$ cat src/rtl/spt_pkg.sv
package spt_pkg;

  typedef enum logic [2:0] {
    XS_OK         = 3'd0,
    XS_SEG_FAULT  = 3'd1,
    XS_PROT_ERR   = 3'd2,
    XS_LIMIT_ERR  = 3'd3,
    XS_PAGE_FAULT = 3'd4
  } xlt_status_e;

  typedef enum logic [1:0] {
    ACC_READ  = 2'd0,
    ACC_WRITE = 2'd1,
    ACC_EXEC  = 2'd2,
    ACC_RSVD  = 2'd3
  } acc_e;

  typedef enum logic [1:0] {
    FS_IDLE  = 2'd0,
    FS_MREQ  = 2'd1,
    FS_MWAIT = 2'd2,
    FS_RESP  = 2'd3
  } xlt_state_e;

  localparam int PERM_W = 3;

endpackage

$ cat src/rtl/spt_rst_sync.sv
module spt_rst_sync (
  input  logic clk,
  input  logic arst_n,
  output logic rst_n
);

  logic [1:0] sync_q;

  always_ff @(posedge clk or negedge arst_n) begin
    if (!arst_n) sync_q <= 2'b00;
    else         sync_q <= {sync_q[0], 1'b1};
  end

  assign rst_n = sync_q[1];

endmodule

$ cat src/rtl/spt_seg_table.sv
module spt_seg_table #(
  parameter int SEGS   = 8,
  parameter int LIM_W  = 14,
  parameter int BASE_W = 16,
  parameter int PERM_W = 3,
  parameter int IDX_W  = $clog2(SEGS)
) (
  input  logic              clk,
  input  logic              rst_n,
  input  logic              wr_en,
  input  logic [IDX_W-1:0]  wr_idx,
  input  logic              wr_valid,
  input  logic [PERM_W-1:0] wr_perm,
  input  logic [LIM_W-1:0]  wr_limit,
  input  logic [BASE_W-1:0] wr_base,
  input  logic [IDX_W-1:0]  rd_idx,
  output logic              rd_valid,
  output logic [PERM_W-1:0] rd_perm,
  output logic [LIM_W-1:0]  rd_limit,
  output logic [BASE_W-1:0] rd_base
);

  logic [SEGS-1:0]   valid_vec;
  logic [PERM_W-1:0] perm_arr  [SEGS];
  logic [LIM_W-1:0]  limit_arr [SEGS];
  logic [BASE_W-1:0] base_arr  [SEGS];

  for (genvar g = 0; g < SEGS; g++) begin : g_ent
    logic              hit;
    logic              v_q;
    logic [PERM_W-1:0] p_q;
    logic [LIM_W-1:0]  l_q;
    logic [BASE_W-1:0] b_q;

    assign hit = wr_en && (wr_idx == IDX_W'(g));

    always_ff @(posedge clk or negedge rst_n) begin
      if (!rst_n)   v_q <= 1'b0;
      else if (hit) v_q <= wr_valid;
    end

    always_ff @(posedge clk) begin
      if (hit) begin
        p_q <= wr_perm;
        l_q <= wr_limit;
        b_q <= wr_base;
      end
    end

    assign valid_vec[g] = v_q;
    assign perm_arr[g]  = p_q;
    assign limit_arr[g] = l_q;
    assign base_arr[g]  = b_q;
  end

  assign rd_valid = valid_vec[rd_idx];
  assign rd_perm  = perm_arr[rd_idx];
  assign rd_limit = limit_arr[rd_idx];
  assign rd_base  = base_arr[rd_idx];

  AST_WRITE_LANDS: assert property (@(posedge clk) disable iff (!rst_n)
    wr_en |=> valid_vec[$past(wr_idx)] == $past(wr_valid));

endmodule

$ cat src/rtl/spt_check.sv
module spt_check
  import spt_pkg::*;
#(
  parameter int PAGE_W = 5,
  parameter int OFF_W  = 8,
  parameter int LIM_W  = PAGE_W + OFF_W + 1
) (
  input  logic              seg_valid,
  input  logic [PERM_W-1:0] perm,
  input  logic [LIM_W-1:0]  limit,
  input  logic [1:0]        acc,
  input  logic [PAGE_W-1:0] page,
  input  logic [OFF_W-1:0]  offset,
  output xlt_status_e       status,
  output logic              pass
);

  localparam int SPAN_W = PAGE_W + OFF_W;

  logic              perm_ok;
  logic [LIM_W-1:0]  seg_pos;

  always_comb begin
    unique case (acc_e'(acc))
      ACC_READ:  perm_ok = perm[0];
      ACC_WRITE: perm_ok = perm[1];
      ACC_EXEC:  perm_ok = perm[2];
      default:   perm_ok = 1'b0;
    endcase
  end

  assign seg_pos = {{(LIM_W-SPAN_W){1'b0}}, page, offset};

  always_comb begin
    if (!seg_valid)         status = XS_SEG_FAULT;
    else if (!perm_ok)      status = XS_PROT_ERR;
    else if (seg_pos >= limit) status = XS_LIMIT_ERR;
    else                    status = XS_OK;
  end

  assign pass = (status == XS_OK);

endmodule

$ cat src/rtl/seg_page_xlate.sv
module seg_page_xlate
  import spt_pkg::*;
#(
  parameter int SEGS    = 8,
  parameter int PAGE_W  = 5,
  parameter int OFF_W   = 8,
  parameter int PA_W    = 24,
  parameter int BASE_W  = 16,
  parameter int SEG_W   = $clog2(SEGS),
  parameter int VA_W    = SEG_W + PAGE_W + OFF_W,
  parameter int FRAME_W = PA_W - OFF_W,
  parameter int LIM_W   = PAGE_W + OFF_W + 1,
  parameter int PTE_W   = FRAME_W + 1
) (
  input  logic              clk,
  input  logic              arst_n,
  input  logic              st_we,
  input  logic [SEG_W-1:0]  st_idx,
  input  logic              st_valid,
  input  logic [2:0]        st_perm,
  input  logic [LIM_W-1:0]  st_limit,
  input  logic [BASE_W-1:0] st_base,
  input  logic              req_valid,
  output logic              req_ready,
  input  logic [VA_W-1:0]   req_vaddr,
  input  logic [1:0]        req_acc,
  output logic              rsp_valid,
  input  logic              rsp_ready,
  output logic [2:0]        rsp_status,
  output logic [PA_W-1:0]   rsp_paddr,
  output logic              mem_rd_valid,
  input  logic              mem_rd_ready,
  output logic [BASE_W-1:0] mem_addr,
  input  logic              mem_rsp_valid,
  input  logic [PTE_W-1:0]  mem_rdata
);

  logic rst_n;

  logic [SEG_W-1:0]  va_seg;
  logic [PAGE_W-1:0] va_page;
  logic [OFF_W-1:0]  va_off;

  logic              ent_valid;
  logic [PERM_W-1:0] ent_perm;
  logic [LIM_W-1:0]  ent_limit;
  logic [BASE_W-1:0] ent_base;

  xlt_status_e chk_status;
  logic        chk_pass;

  xlt_state_e        state_q, state_d;
  xlt_status_e       status_q, status_d;
  logic [PAGE_W-1:0] page_q, page_d;
  logic [OFF_W-1:0]  off_q, off_d;
  logic [BASE_W-1:0] base_q, base_d;
  logic [FRAME_W-1:0] frame_q, frame_d;
  logic              accept;

  spt_rst_sync u_rst_sync (
    .clk    (clk),
    .arst_n (arst_n),
    .rst_n  (rst_n)
  );

  assign {va_seg, va_page, va_off} = req_vaddr;

  spt_seg_table #(
    .SEGS   (SEGS),
    .LIM_W  (LIM_W),
    .BASE_W (BASE_W),
    .PERM_W (PERM_W),
    .IDX_W  (SEG_W)
  ) u_table (
    .clk      (clk),
    .rst_n    (rst_n),
    .wr_en    (st_we),
    .wr_idx   (st_idx),
    .wr_valid (st_valid),
    .wr_perm  (st_perm),
    .wr_limit (st_limit),
    .wr_base  (st_base),
    .rd_idx   (va_seg),
    .rd_valid (ent_valid),
    .rd_perm  (ent_perm),
    .rd_limit (ent_limit),
    .rd_base  (ent_base)
  );

  spt_check #(
    .PAGE_W (PAGE_W),
    .OFF_W  (OFF_W),
    .LIM_W  (LIM_W)
  ) u_check (
    .seg_valid (ent_valid),
    .perm      (ent_perm),
    .limit     (ent_limit),
    .acc       (req_acc),
    .page      (va_page),
    .offset    (va_off),
    .status    (chk_status),
    .pass      (chk_pass)
  );

  assign req_ready    = (state_q == FS_IDLE);
  assign accept       = req_valid && req_ready;
  assign mem_rd_valid = (state_q == FS_MREQ);
  assign mem_addr     = base_q + {{(BASE_W-PAGE_W){1'b0}}, page_q};
  assign rsp_valid    = (state_q == FS_RESP);
  assign rsp_status   = status_q;
  assign rsp_paddr    = (status_q == XS_OK) ? {frame_q, off_q} : '0;

  always_comb begin
    state_d  = state_q;
    status_d = status_q;
    page_d   = page_q;
    off_d    = off_q;
    base_d   = base_q;
    frame_d  = frame_q;
    unique case (state_q)
      FS_IDLE: begin
        if (accept) begin
          page_d   = va_page;
          off_d    = va_off;
          base_d   = ent_base;
          frame_d  = '0;
          status_d = chk_status;
          state_d  = chk_pass ? FS_MREQ : FS_RESP;
        end
      end
      FS_MREQ: begin
        if (mem_rd_ready) state_d = FS_MWAIT;
      end
      FS_MWAIT: begin
        if (mem_rsp_valid) begin
          if (mem_rdata[FRAME_W]) begin
            status_d = XS_OK;
            frame_d  = mem_rdata[FRAME_W-1:0];
          end else begin
            status_d = XS_PAGE_FAULT;
            frame_d  = '0;
          end
          state_d = FS_RESP;
        end
      end
      FS_RESP: begin
        if (rsp_ready) state_d = FS_IDLE;
      end
      default: state_d = FS_IDLE;
    endcase
  end

  always_ff @(posedge clk or negedge rst_n) begin
    if (!rst_n) begin
      state_q  <= FS_IDLE;
      status_q <= XS_OK;
    end else begin
      state_q  <= state_d;
      status_q <= status_d;
    end
  end

  always_ff @(posedge clk) begin
    page_q  <= page_d;
    off_q   <= off_d;
    base_q  <= base_d;
    frame_q <= frame_d;
  end

  AST_ONE_IN_FLIGHT: assert property (@(posedge clk) disable iff (!rst_n)
    req_ready |-> (!rsp_valid && !mem_rd_valid));

  AST_RSP_HOLD: assert property (@(posedge clk) disable iff (!rst_n)
    (rsp_valid && !rsp_ready) |=> (rsp_valid && $stable(rsp_status) && $stable(rsp_paddr)));

  AST_MEM_HOLD: assert property (@(posedge clk) disable iff (!rst_n)
    (mem_rd_valid && !mem_rd_ready) |=> (mem_rd_valid && $stable(mem_addr)));

  AST_SEG_FAULT_NO_MEM: assert property (@(posedge clk) disable iff (!rst_n)
    (accept && !ent_valid) |=> (!mem_rd_valid && rsp_valid && rsp_status == 3'd1));

  AST_ABSENT_PAGE: assert property (@(posedge clk) disable iff (!rst_n)
    (state_q == FS_MWAIT && mem_rsp_valid && !mem_rdata[FRAME_W]) |=> (rsp_valid && rsp_status == 3'd4));

  AST_STATUS_RANGE: assert property (@(posedge clk) disable iff (!rst_n)
    rsp_valid |-> (rsp_status <= 3'd4));

endmodule

$ cat config.mk
export PLATFORM = sky130hd
export DESIGN_NAME = seg_page_xlate
export DESIGN_NICKNAME = d
export VERILOG_FILES = /design/src/rtl/spt_pkg.sv /design/src/rtl/spt_rst_sync.sv /design/src/rtl/spt_seg_table.sv /design/src/rtl/spt_check.sv /design/src/rtl/seg_page_xlate.sv
export SDC_FILE = /design/constraint.sdc
export NUM_CORES = 1
export LEC_CHECK = 0
export ABC_AREA = 1
export BUFFER_PORTS_ARGS = -buffer_cell sky130_fd_sc_hd__buf_2
export CAP_MARGIN = 20
export CORE_MARGIN = 4
export CORE_UTILIZATION = 30
export CTS_BUF_LIST = sky130_fd_sc_hd__clkbuf_16
export DETAILED_ROUTE_END_ITERATION = 8
export HOLD_SLACK_MARGIN = 0.05
export PLACE_DENSITY_LB_ADDON = 0.1
export SLEW_MARGIN = 10
export SYNTH_ARGS = -nofsm -noshare
export SYNTH_HDL_FRONTEND = slang
export SYNTH_HIERARCHICAL = 1
export SYNTH_SLANG_ARGS = --single-unit
$ cat constraint.sdc
create_clock -name clk -period 2.05 [get_ports clk]
set_input_delay 0.205 -clock clk [delete_from_list [all_inputs] [get_ports clk]]
set_output_delay 0.205 -clock clk [all_outputs]
set_load 0.02 [all_outputs]
**Word-level counts from Yosys, hierarchy flattened**

Cells that the tools add are included.

- Add/subtract/negate cells: 1
- Multiply operators: 0
- Divide/modulo/power cells: 0
- $lt $le $gt $ge: 3
- Equality and inequality tests: 16
- Shifts and indexed selects: 0
- Multiplexer cells: 30
- Bitwise gates (word level): 1
- Reduce and logical (&&, ||, !) cells: 18

Operator list:

| kind | count |
|---|---|
| 16-bit 2-to-1 mux | 5 |
| 16-bit binary-select mux with 3-bit select | 1 |
| 14-bit binary-select mux with 3-bit select | 1 |
| 16-bit case mux with 2 select lines | 1 |
| 14-bit 2-to-1 mux | 2 |
| 24-bit 2-to-1 mux | 1 |
| 3-bit 2-to-1 mux | 7 |
| 16-bit by 5-bit adder with 16-bit output | 1 |
| 13-bit by 14-bit >= comparator with 1-bit output | 1 |
| 3-bit equality test, second input constant | 4 |
| 2-bit 2-to-1 mux | 6 |
| 3-bit binary-select mux with 3-bit select | 1 |
| 1-bit logical AND | 9 |
| 3-bit logical NOT | 3 |
| 2-bit case mux with 4 select lines | 1 |
| 2-bit equality test, second input constant | 3 |
| 3-bit by 2-bit equality test with 1-bit output, second input constant | 2 |
| 2-bit by 1-bit != test with 1-bit output, second input constant | 3 |
| 3-bit case mux with 2 select lines | 1 |
| 2-bit by 1-bit equality test with 1-bit output, second input constant | 2 |
| 4-bit >= comparator, second input constant | 1 |
| 2-bit logical NOT | 2 |
| 3-bit by 4-bit < comparator with 1-bit output, second input constant | 1 |
| 3-bit NOT with 4-bit output | 1 |
| 9 further kinds | 9 |

- Flip-flop bits (word level): 324
- Latch bits: 0
- RAM bits: 0
- Memory bits (read-only): 0
- Output and inout port bits: 46
- Memories: 0

**Depth between registers and ports, before layout**

Gate-level depths: netlist of the first run.

- Depth in word-level cells: 12
- Depth in mapped cells: 20
- Mapped depth without buffers: 18

**Cells and area by module**

Netlist of the first run, hierarchy kept.

By module, submodules not included:

| module | times used | cells each | area an instance (um2) | seq. area each (um2) |
|---|---|---|---|---|
| spt_seg_table | 1 | 1217 | 11916.4 | 8127.8 |
| seg_page_xlate | 1 | 281 | 2586.2 | 1476.4 |
| spt_check | 1 | 85 | 480.5 | 0.0 |
| spt_rst_sync | 1 | 3 | 53.8 | 50.0 |

**Worst setup path before layout of the first run**

OpenSTA, ideal clock, no wires.

- Path type: input port to flip-flop
- Start point: input st_idx[0]
- End point: register u_table.g_ent[7].b_q[0], enable pin
- Library setup time: 468 ps
- Arrival: 2628 ps
- Data required time: 1582 ps
- Setup slack: -1046 ps
- Cell stages on the path: 2
- Buffers on the path: 0
- Cells stage by stage: inv_1 > nor3_1

- Word-level cells in the longest chain between the ends: 2

Ends and longest elaborated chain:

| what | RTL line | RTL |
|---|---|---|
| start, declared | seg_page_xlate.sv:18 | `input logic [SEG_W-1:0] st_idx,` |
| 3-bit equality test | spt_seg_table.sv:35 | `assign hit = wr_en && (wr_idx == IDX_W'(g));` |
| 1-bit logical AND | spt_seg_table.sv:35 |  |
| named net u_table.g_ent[7].hit | spt_seg_table.sv:29 | `logic hit;` |
| end signal, assigned | spt_seg_table.sv:46 | `b_q <= wr_base;` |
| end, declared | spt_seg_table.sv:33 | `logic [BASE_W-1:0] b_q;` |

The timed path passes the listed nets, and every way through them passes these cells.
A chain may end at the register's enable or synchronous reset.

**Worst setup path after layout of the first run**

- Start point: register page_q[0]
- End point: output mem_addr[6]

- Word-level cells in the longest chain between the ends: 1

Ends and longest elaborated chain:

| what | RTL line | RTL |
|---|---|---|
| start, declared | seg_page_xlate.sv:54 | `logic [PAGE_W-1:0] page_q, page_d;` |
| start signal, assigned | seg_page_xlate.sv:164 | `page_q <= page_d;` |
| 16-bit by 5-bit adder with 16-bit output | seg_page_xlate.sv:108 | `assign mem_addr = base_q + {{(BASE_W-PAGE_W){1'b0}}, page_q};` |
| end, declared | seg_page_xlate.sv:33 | `output logic [BASE_W-1:0] mem_addr,` |

Every way passes these cells.

==> impl_metrics.json, run 1 <==
{
  "status": "complete, but fails checks",
  "violations": "setup timing",
  "wl_per_cell_um": 15.6,
  "drt_wl_total_mm": 39.3,
  "final_cell_mix": "507 x nand2_1, 367 x inv_1, 309 x edfxtp_1",
  "hold_class": "input port to flop",
  "synth_area_leader_cell": "edfxtp_1",
  "tightest_slew_ns": 0.580,
  "setup_viol": 14,
  "pre_cts_ws_ns": -0.212,
  "power.share.clock_pct": 35.0,
  "num_vias": 10500,
  "syn_nets": 1689,
  "place_congestion": 0.777,
  "cap_violations": 0,
  "start_kind": "flop",
  "cp.arrival_ns": 2.15,
  "ys_ff_latch": 324,
  "power_frac_comb_pct": 19.5,
  "layout-drive-gt1-share_pct": 16.6,
  "final_area_um2": 19100,
  "firstDrtPassIters": 5,
  "skew_ns": 0.0132,
  "ir_drop_mv": 0.593,
  "core_um2": 49300,
  "drtAntennaViolNets": 0,
  "vias_per_cell": 4.17,
  "power_density_nw_per_um2": 934,
  "area_growth_pct": 26.7,
  "drcViolationCount": 0,
  "p_switching_uw": 4990,
  "rsz0062_at_grt": "yes",
  "fmax_mhz": 424,
  "yosysWarningCount": 6,
  "post-route-min-period_ns": 2.36,
  "h-tree-depth": 2,
  "grt_pass1_vias": 10400,
  "grt_pass1_wl_mm": 60.8,
  "required_ns": 1.85,
  "swShare_pct": 28.0,
  "yosysTopAreaCellShare_pct": 61.7,
  "grt_usage_pct": 14.7,
  "worst_slack_ns": -0.308,
  "slew_viol_final": 0,
  "nFillCells": 4931,
  "final_common_cell": "nand2_1",
  "fp.dieW_um": 232,
  "grt_max_degree": 36,
  "post-route-period-util_pct": 115,
  "cts_tree": "yes",
  "start_util_pct": 30.5,
  "rows": 81,
  "grt_overflow": 0,
  "utilization_pct": 38.7,
  "finalNetCount": 1921,
  "p_leak_uw": 0.00888,
  "seqPwrFrac_pct": 45.5,
  "ys_top_cells_by_area": "edfxtp_1 62%, nand2_1 13%, inv_1 9.4%",
  "cts_buffers": 37,
  "die_area_um2": 53800,
  "cts_buffer_depth": 3,
  "crit_fanout": 5,
  "ys_seq_area_share_pct": 64.2,
  "synth.distinct_cells": 27,
  "clkLatencyLatePin_ns": 0.54,
  "mappedNetlistArea_um2": 15000,
  "hold_depth": 3,
  "relSlewSlack_pct": 61.3,
  "ioPinCount": 125,
  "worstSetupEndpointType": "output port",
  "synthCells": 1586,
  "die_y_um": 232,
  "path_clk_slew_ns": 0.06,
  "internal_power_uw": 12800,
  "worstRegToRegCells": 18,
  "hold_viol_final": 0,
  "cts_root_buf": "clkbuf_16",
  "dp_hpwl_mm": 24.4,
  "avgSynthCellArea_um2": 9.48,
  "dpl_cell_area_um2": 16800,
  "port-buffer-count": 124,
  "critPathKind": "flop to output port",
  "antenna_found_initial": 6,
  "cts.sink_count": 324,
  "first_iter_violations": 512
}
-- kinds of logic after synthesis --
| group | Yosys count | synth area share, % |
|---|---|---|
| buf+inv | 437 | 11.3 |
| xor+xnor | 4 | 0.233 |
| simple gates | 772 | 21.3 |
| other cells | 2 | 0.0499 |
| compound gates | 23 | 0.857 |
| flops | 324 | 64.2 |
| fa+ha+maj | 24 | 2.05 |
-- through the flow --
stage               hold slack (ns)  total power, uW  instances  setup TNS, ns
floorplan                   -0.0906            10200       1586              0
global placement           -0.00836            11400       2366         -0.426
detailed placement         -0.00369            11400       2366         -0.569
CTS                          0.0860            18000       2507          -3.23
global route                  0.165            18800       2510          -4.45
finish                        0.121            17800       2511          -2.76
-- final cells by class --
cell class              instances  area [um^2]  share of cell area, %
repair buffers                248         2020                   10.6
multi-input cells             825         3970                   20.8
well taps                     664          831                   4.36
clock buffers                  39          976                   5.12
diodes                          4         10.0                 0.0525
inverters                     382         1440                   7.54
flip-flops and latches        324         9650                   50.7
clock inverters                25          155                  0.814
-- path summary, 6_finish.rpt --
path | start | endpoint | slack, ns
max in group asynchronous | arst_n | u_rst_sync/sync_q[0]$_DFF_PN0_ | 1.35
min | mem_rdata[16] | frame_q[1]$_SDFFCE_PN0P_ | 0.12
min in group asynchronous | u_rst_sync/sync_q[1]$_DFF_PN0_ | u_table/g_ent[7].v_q$_DFFE_PN0P_ | 0.24
max reg2reg | u_table/g_ent[0].l_q[11]$_DFFE_PP_ | state_q[1]$_DFFE_PN0P_ | 0.08
min reg2reg | u_rst_sync/sync_q[1]$_DFF_PN0_ | u_table/g_ent[7].v_q$_DFFE_PN0P_ | 0.24
max | page_q[0]$_DFFE_PP_ | mem_addr[6] | -0.31
-- cells in the mapped netlist (all sizes together) --
library cell  count
a21oi             6
inv             381
fa                1
o211ai            1
edfxtp          309
xor2              4
clkbuf           21
nand3b            2
dfrtp            15
nor2             64
clkinv            1
ha               23
nand3           165
nor3              6
o21ai            16
conb              2
buf              34
nand2           535
-- timing repair --
action | in CTS | in global routing
pin swaps | 11 | 31
hold endpoints to repair | 303 | 0
hold buffers | 71 | 0
setup endpoints to repair | 15 | 18
resized for setup | 34 | 51
setup buffers | 6 | 0
-- registers in the layout, indices dropped and copies added, names as in the netlist --
signal	cells
base_q	16
frame_q	16
off_q	8
page_q	5
rsp_status	3
state_q	2
u_rst_sync/sync_q	2
u_table/g_ent.b_q	128
u_table/g_ent.l_q	112
u_table/g_ent.p_q	24
u_table/g_ent.v_q	8
-- worst max-delay path, cell delays in order (launching register included) --
cell and delay, ns:
edfxtp_1 0.37, ha_2 0.21, fa_2 0.35, nand2_2 0.09, nand2_2 0.05, nand3b_1 0.11
nand2_2 0.11, xor2_1 0.17, buf_4 0.16
-- power groups by stage --
stage          registers (uW)  clock network [uW]  logic, uW
3_5_place_dp             8220                   0       3150
6_report                 8080                6220       3480
2_1_floorplan            8210                   0       1970
3_3_place_gp             8220                   0       3140
4_1_cts                  8090                6480       3450
5_1_grt                  8140                6740       3900
-- per-layer routing --
metal | part of all wire (%) | wire length (um) | track usage (%)
met2 | 47 | 18300 | 24.7
met3 | 3.9 | 1520 | 2.60
met1 | 48 | 18700 | 20.1
met4 | 1.9 | 736 | 3.47
met5 | 0 | 0 | 0
Power figures use the tool's default switching activity.
==> inputs of run 2 (changes only) <==
--- a/config.mk
+++ b/config.mk
@@ -12,6 +12,8 @@
 export CORE_UTILIZATION = 30
 export CTS_BUF_LIST = sky130_fd_sc_hd__clkbuf_16
 export DETAILED_ROUTE_END_ITERATION = 8
+export GPL_ROUTABILITY_DRIVEN = 0
+export GPL_TIMING_DRIVEN = 0
 export HOLD_SLACK_MARGIN = 0.05
 export PLACE_DENSITY_LB_ADDON = 0.1
 export SLEW_MARGIN = 10
==> run 2 against run 1 <==
  * The flow still finishes with violations (setup timing)
  * Sequential power about the same
  * Sequential share of layout area increased by 0.51 points
  * Power fell by 1.1%
  * Die area is the same
  * Worst setup slack improved by 0.0052 ns
  * Via count grew 0.38%
  * Core utilization decreased by 0.39 points
  * Register-to-register slack lost 0.04 ns
  * Cell count grew 0.20%
  * Critical path type unchanged
  * Largest cell class unchanged
==> impl_metrics.json, run 2 (synthesis gave the netlist of run 1 again) <==
{
  "status": "complete, but fails checks",
  "violations": "setup timing",
  "min-delay-start": "st_idx[2]",
  "worst_slack_ns": -0.303,
  "final_common_cell": "nand2_1",
  "placed_cells": 2381,
  "h-tree-depth": 2,
  "hold_path_end": "u_table/g_ent[0].v_q$_DFFE_PN0P_",
  "crit_chain": "ha_4 -> fa_2 -> nand2_2 -> nand2_2 -> nand3b_1 -> nand2_2 -> xor2_1 -> buf_4",
  "cts_tree": "yes",
  "cap_violations": 0,
  "post-route-period-util_pct": 115,
  "cp_slowest_stage_delay_ns": 0.42,
  "final_cell_mix": "501 x nand2_1, 371 x inv_1, 309 x edfxtp_1",
  "port-buffer-count": 122,
  "critPathBufInv": 1,
  "cts_buffers": 38,
  "seqPwrFrac_pct": 46.0,
  "setup_tns_ns": -2.74,
  "power.share.clock_pct": 34.6,
  "hold_viol_final": 0,
  "ir_drop_mv": 0.489,
  "swShare_pct": 28.4,
  "internal_power_uw": 12600,
  "grt_usage_pct": 15.4,
  "hold_slack_ns": 0.0822,
  "vias_per_cell": 4.18,
  "finalNetCount": 1930,
  "antenna_found_initial": 2,
  "fp.dieW_um": 232,
  "cts_buffer_depth": 3,
  "worstRegToRegCells": 18,
  "p_switching_uw": 5000,
  "hold_depth": 4,
  "firstDrtPassIters": 5,
  "dpl_cell_area_um2": 16700,
  "layout-drive-gt1-share_pct": 17.3,
  "critPathTopFamily": "adder cells",
  "finalNonFillerCells": 2516,
  "r2r_setup_slack_ns": 0.04,
  "grt_pass1_wl_mm": 62.5,
  "grt_max_degree": 30,
  "post-route-min-period_ns": 2.35,
  "drcViolationCount": 0,
  "worstReg2RegEnd": "state_q[1]$_DFFE_PN0P_",
  "rows": 81,
  "crit_fanout": 5,
  "setup_viol": 14,
  "final_area_um2": 18900,
  "wl_per_cell_um": 16.4,
  "critPathKind": "flop to output port",
  "slew_viol_final": 0,
  "worst_path_max_delay_cell": "edfxtp_1",
  "p_leak_uw": 0.00885,
  "r2r_start": "u_table/g_ent[7].l_q[4]$_DFFE_PP_",
  "die_area_um2": 53800,
  "largest-register": "u_table/g_ent.b_q",
  "tightest_slew_ns": 0.770,
  "reg.largest.list": "u_table/g_ent.b_q: 128 flops, u_table/g_ent.l_q: 112 flops, u_table/g_ent.p_q: 24 flops",
  "path_clk_slew_ns": 0.05,
  "die_y_um": 232,
  "drtAntennaViolNets": 0,
  "ioPinCount": 125,
  "worstSetupEndpointType": "output port",
  "cts_root_buf": "clkbuf_16",
  "nFillCells": 4965,
  "fmax_mhz": 425,
  "drt_wl_total_mm": 41.2,
  "power_density_nw_per_um2": 932,
  "dp_hpwl_mm": 27.9,
  "clkLatencyLatePin_ns": 0.55,
  "hold_class": "input port to flop",
  "cts.sink_count": 324,
  "area_growth_pct": 25.4,
  "first_iter_violations": 463,
  "power_frac_comb_pct": 19.3,
  "num_vias": 10500,
  "cp.arrival_ns": 2.15,
  "skew_ns": 0.00824,
  "crit_top_cell": "nand2_2",
  "required_ns": 1.85,
  "start_util_pct": 30.5,
  "grt_pass1_vias": 10500,
  "worstSetupPathDepth": 8,
  "rsz0062_at_grt": "yes",
  "pre_cts_ws_ns": -0.842,
  "relSlewSlack_pct": 48.6,
  "core_um2": 49300,
  "start_kind": "flop",
  "grt_overflow": 0,
  "largest_register_ffs": 128
}
run 2: cell types whose count changed in the layout (fill, tap and decap cells not counted), moves of 5 or more:
cell      previous run  this run
buf_12              19         6
buf_2              111       133
buf_4               42        17
clkbuf_1             0        11
clkbuf_2             0        10
clkinv_1            17         9
inv_2               16        21
nand2_1            507       501
nand2_2             24        32
nand3_1            156       151
nand3_2              6        12
run 2: per-stage QoR:
step	utilization, %	total power (uW)
6_report	38.3	17600
3_3_place_gp	33.5	11300
3_5_place_dp	33.9	11300
4_1_cts	38.0	17800
5_1_grt	38.3	18600
2_1_floorplan	-	10200
run 2: power by group through the flow:
stage,clock network (uW),registers (uW),logic (uW)
after floorplan,0,8210,1970
after global placement,0,8230,3040
after detailed placement,0,8230,3100
after CTS,6330,8100,3370
after global routing,6610,8140,3800
final,6090,8090,3400
run 2: worst max-delay path by stage:
stage	start	end
after floorplan	req_vaddr[14]	state_q[1]$_DFFE_PN0P_
after global placement	req_vaddr[14]	state_q[1]$_DFFE_PN0P_
after detailed placement	req_vaddr[13]	state_q[1]$_DFFE_PN0P_
after CTS	base_q[0]$_DFFE_PP_	mem_addr[14]
after global routing	base_q[0]$_DFFE_PP_	mem_addr[14]
final	page_q[0]$_DFFE_PP_	mem_addr[6]
run 2: layer usage:
| layer | part of all wire, % | global-route usage, % | up-vias |
|---|---|---|---|
| li1 | - | - | 5375 |
| met1 | 47 | 20.7 | 4881 |
| met2 | 46 | 25.9 | 187 |
| met3 | 4.4 | 2.89 | 63 |
| met4 | 2.2 | 3.87 | 2 |
| met5 | 0.032 | 0 | - |
run 2: cell type report:
cell class	instances	area, um^2	share of cell area (%)
sequential	324	9650	51.2
multi-input combinational	825	3980	21.1
timing repair buffer	201	1510	7.99
inverter	382	1440	7.64
clock buffer	41	1030	5.44
tap	664	831	4.40
buffer	55	327	1.73
clock inverter	23	87.6	0.464
antenna	1	2.50	0.0133
run 2: worst reg2reg max path: cells and delay by family, from the launching register on:
| family | cells | cell delay [ns] |
|---|---|---|
| compound gates | 2 | 0.12 |
| buf+inv | 3 | 0.12 |
| flops | 1 | 0.32 |
| fa+ha+maj | 1 | 0.27 |
| simple gates | 12 | 1.05 |
run 2: timing repair:
| item | in CTS | in global routing |
|---|---|---|
| resized for setup | 74 | 32 |
| pin swaps | 32 | 26 |
| endpoints found under the setup margin | 65 | 23 |
| hold buffers | 67 | 0 |
| endpoints found under the hold margin | 300 | 0 |
| setup buffers | 2 | 1 |
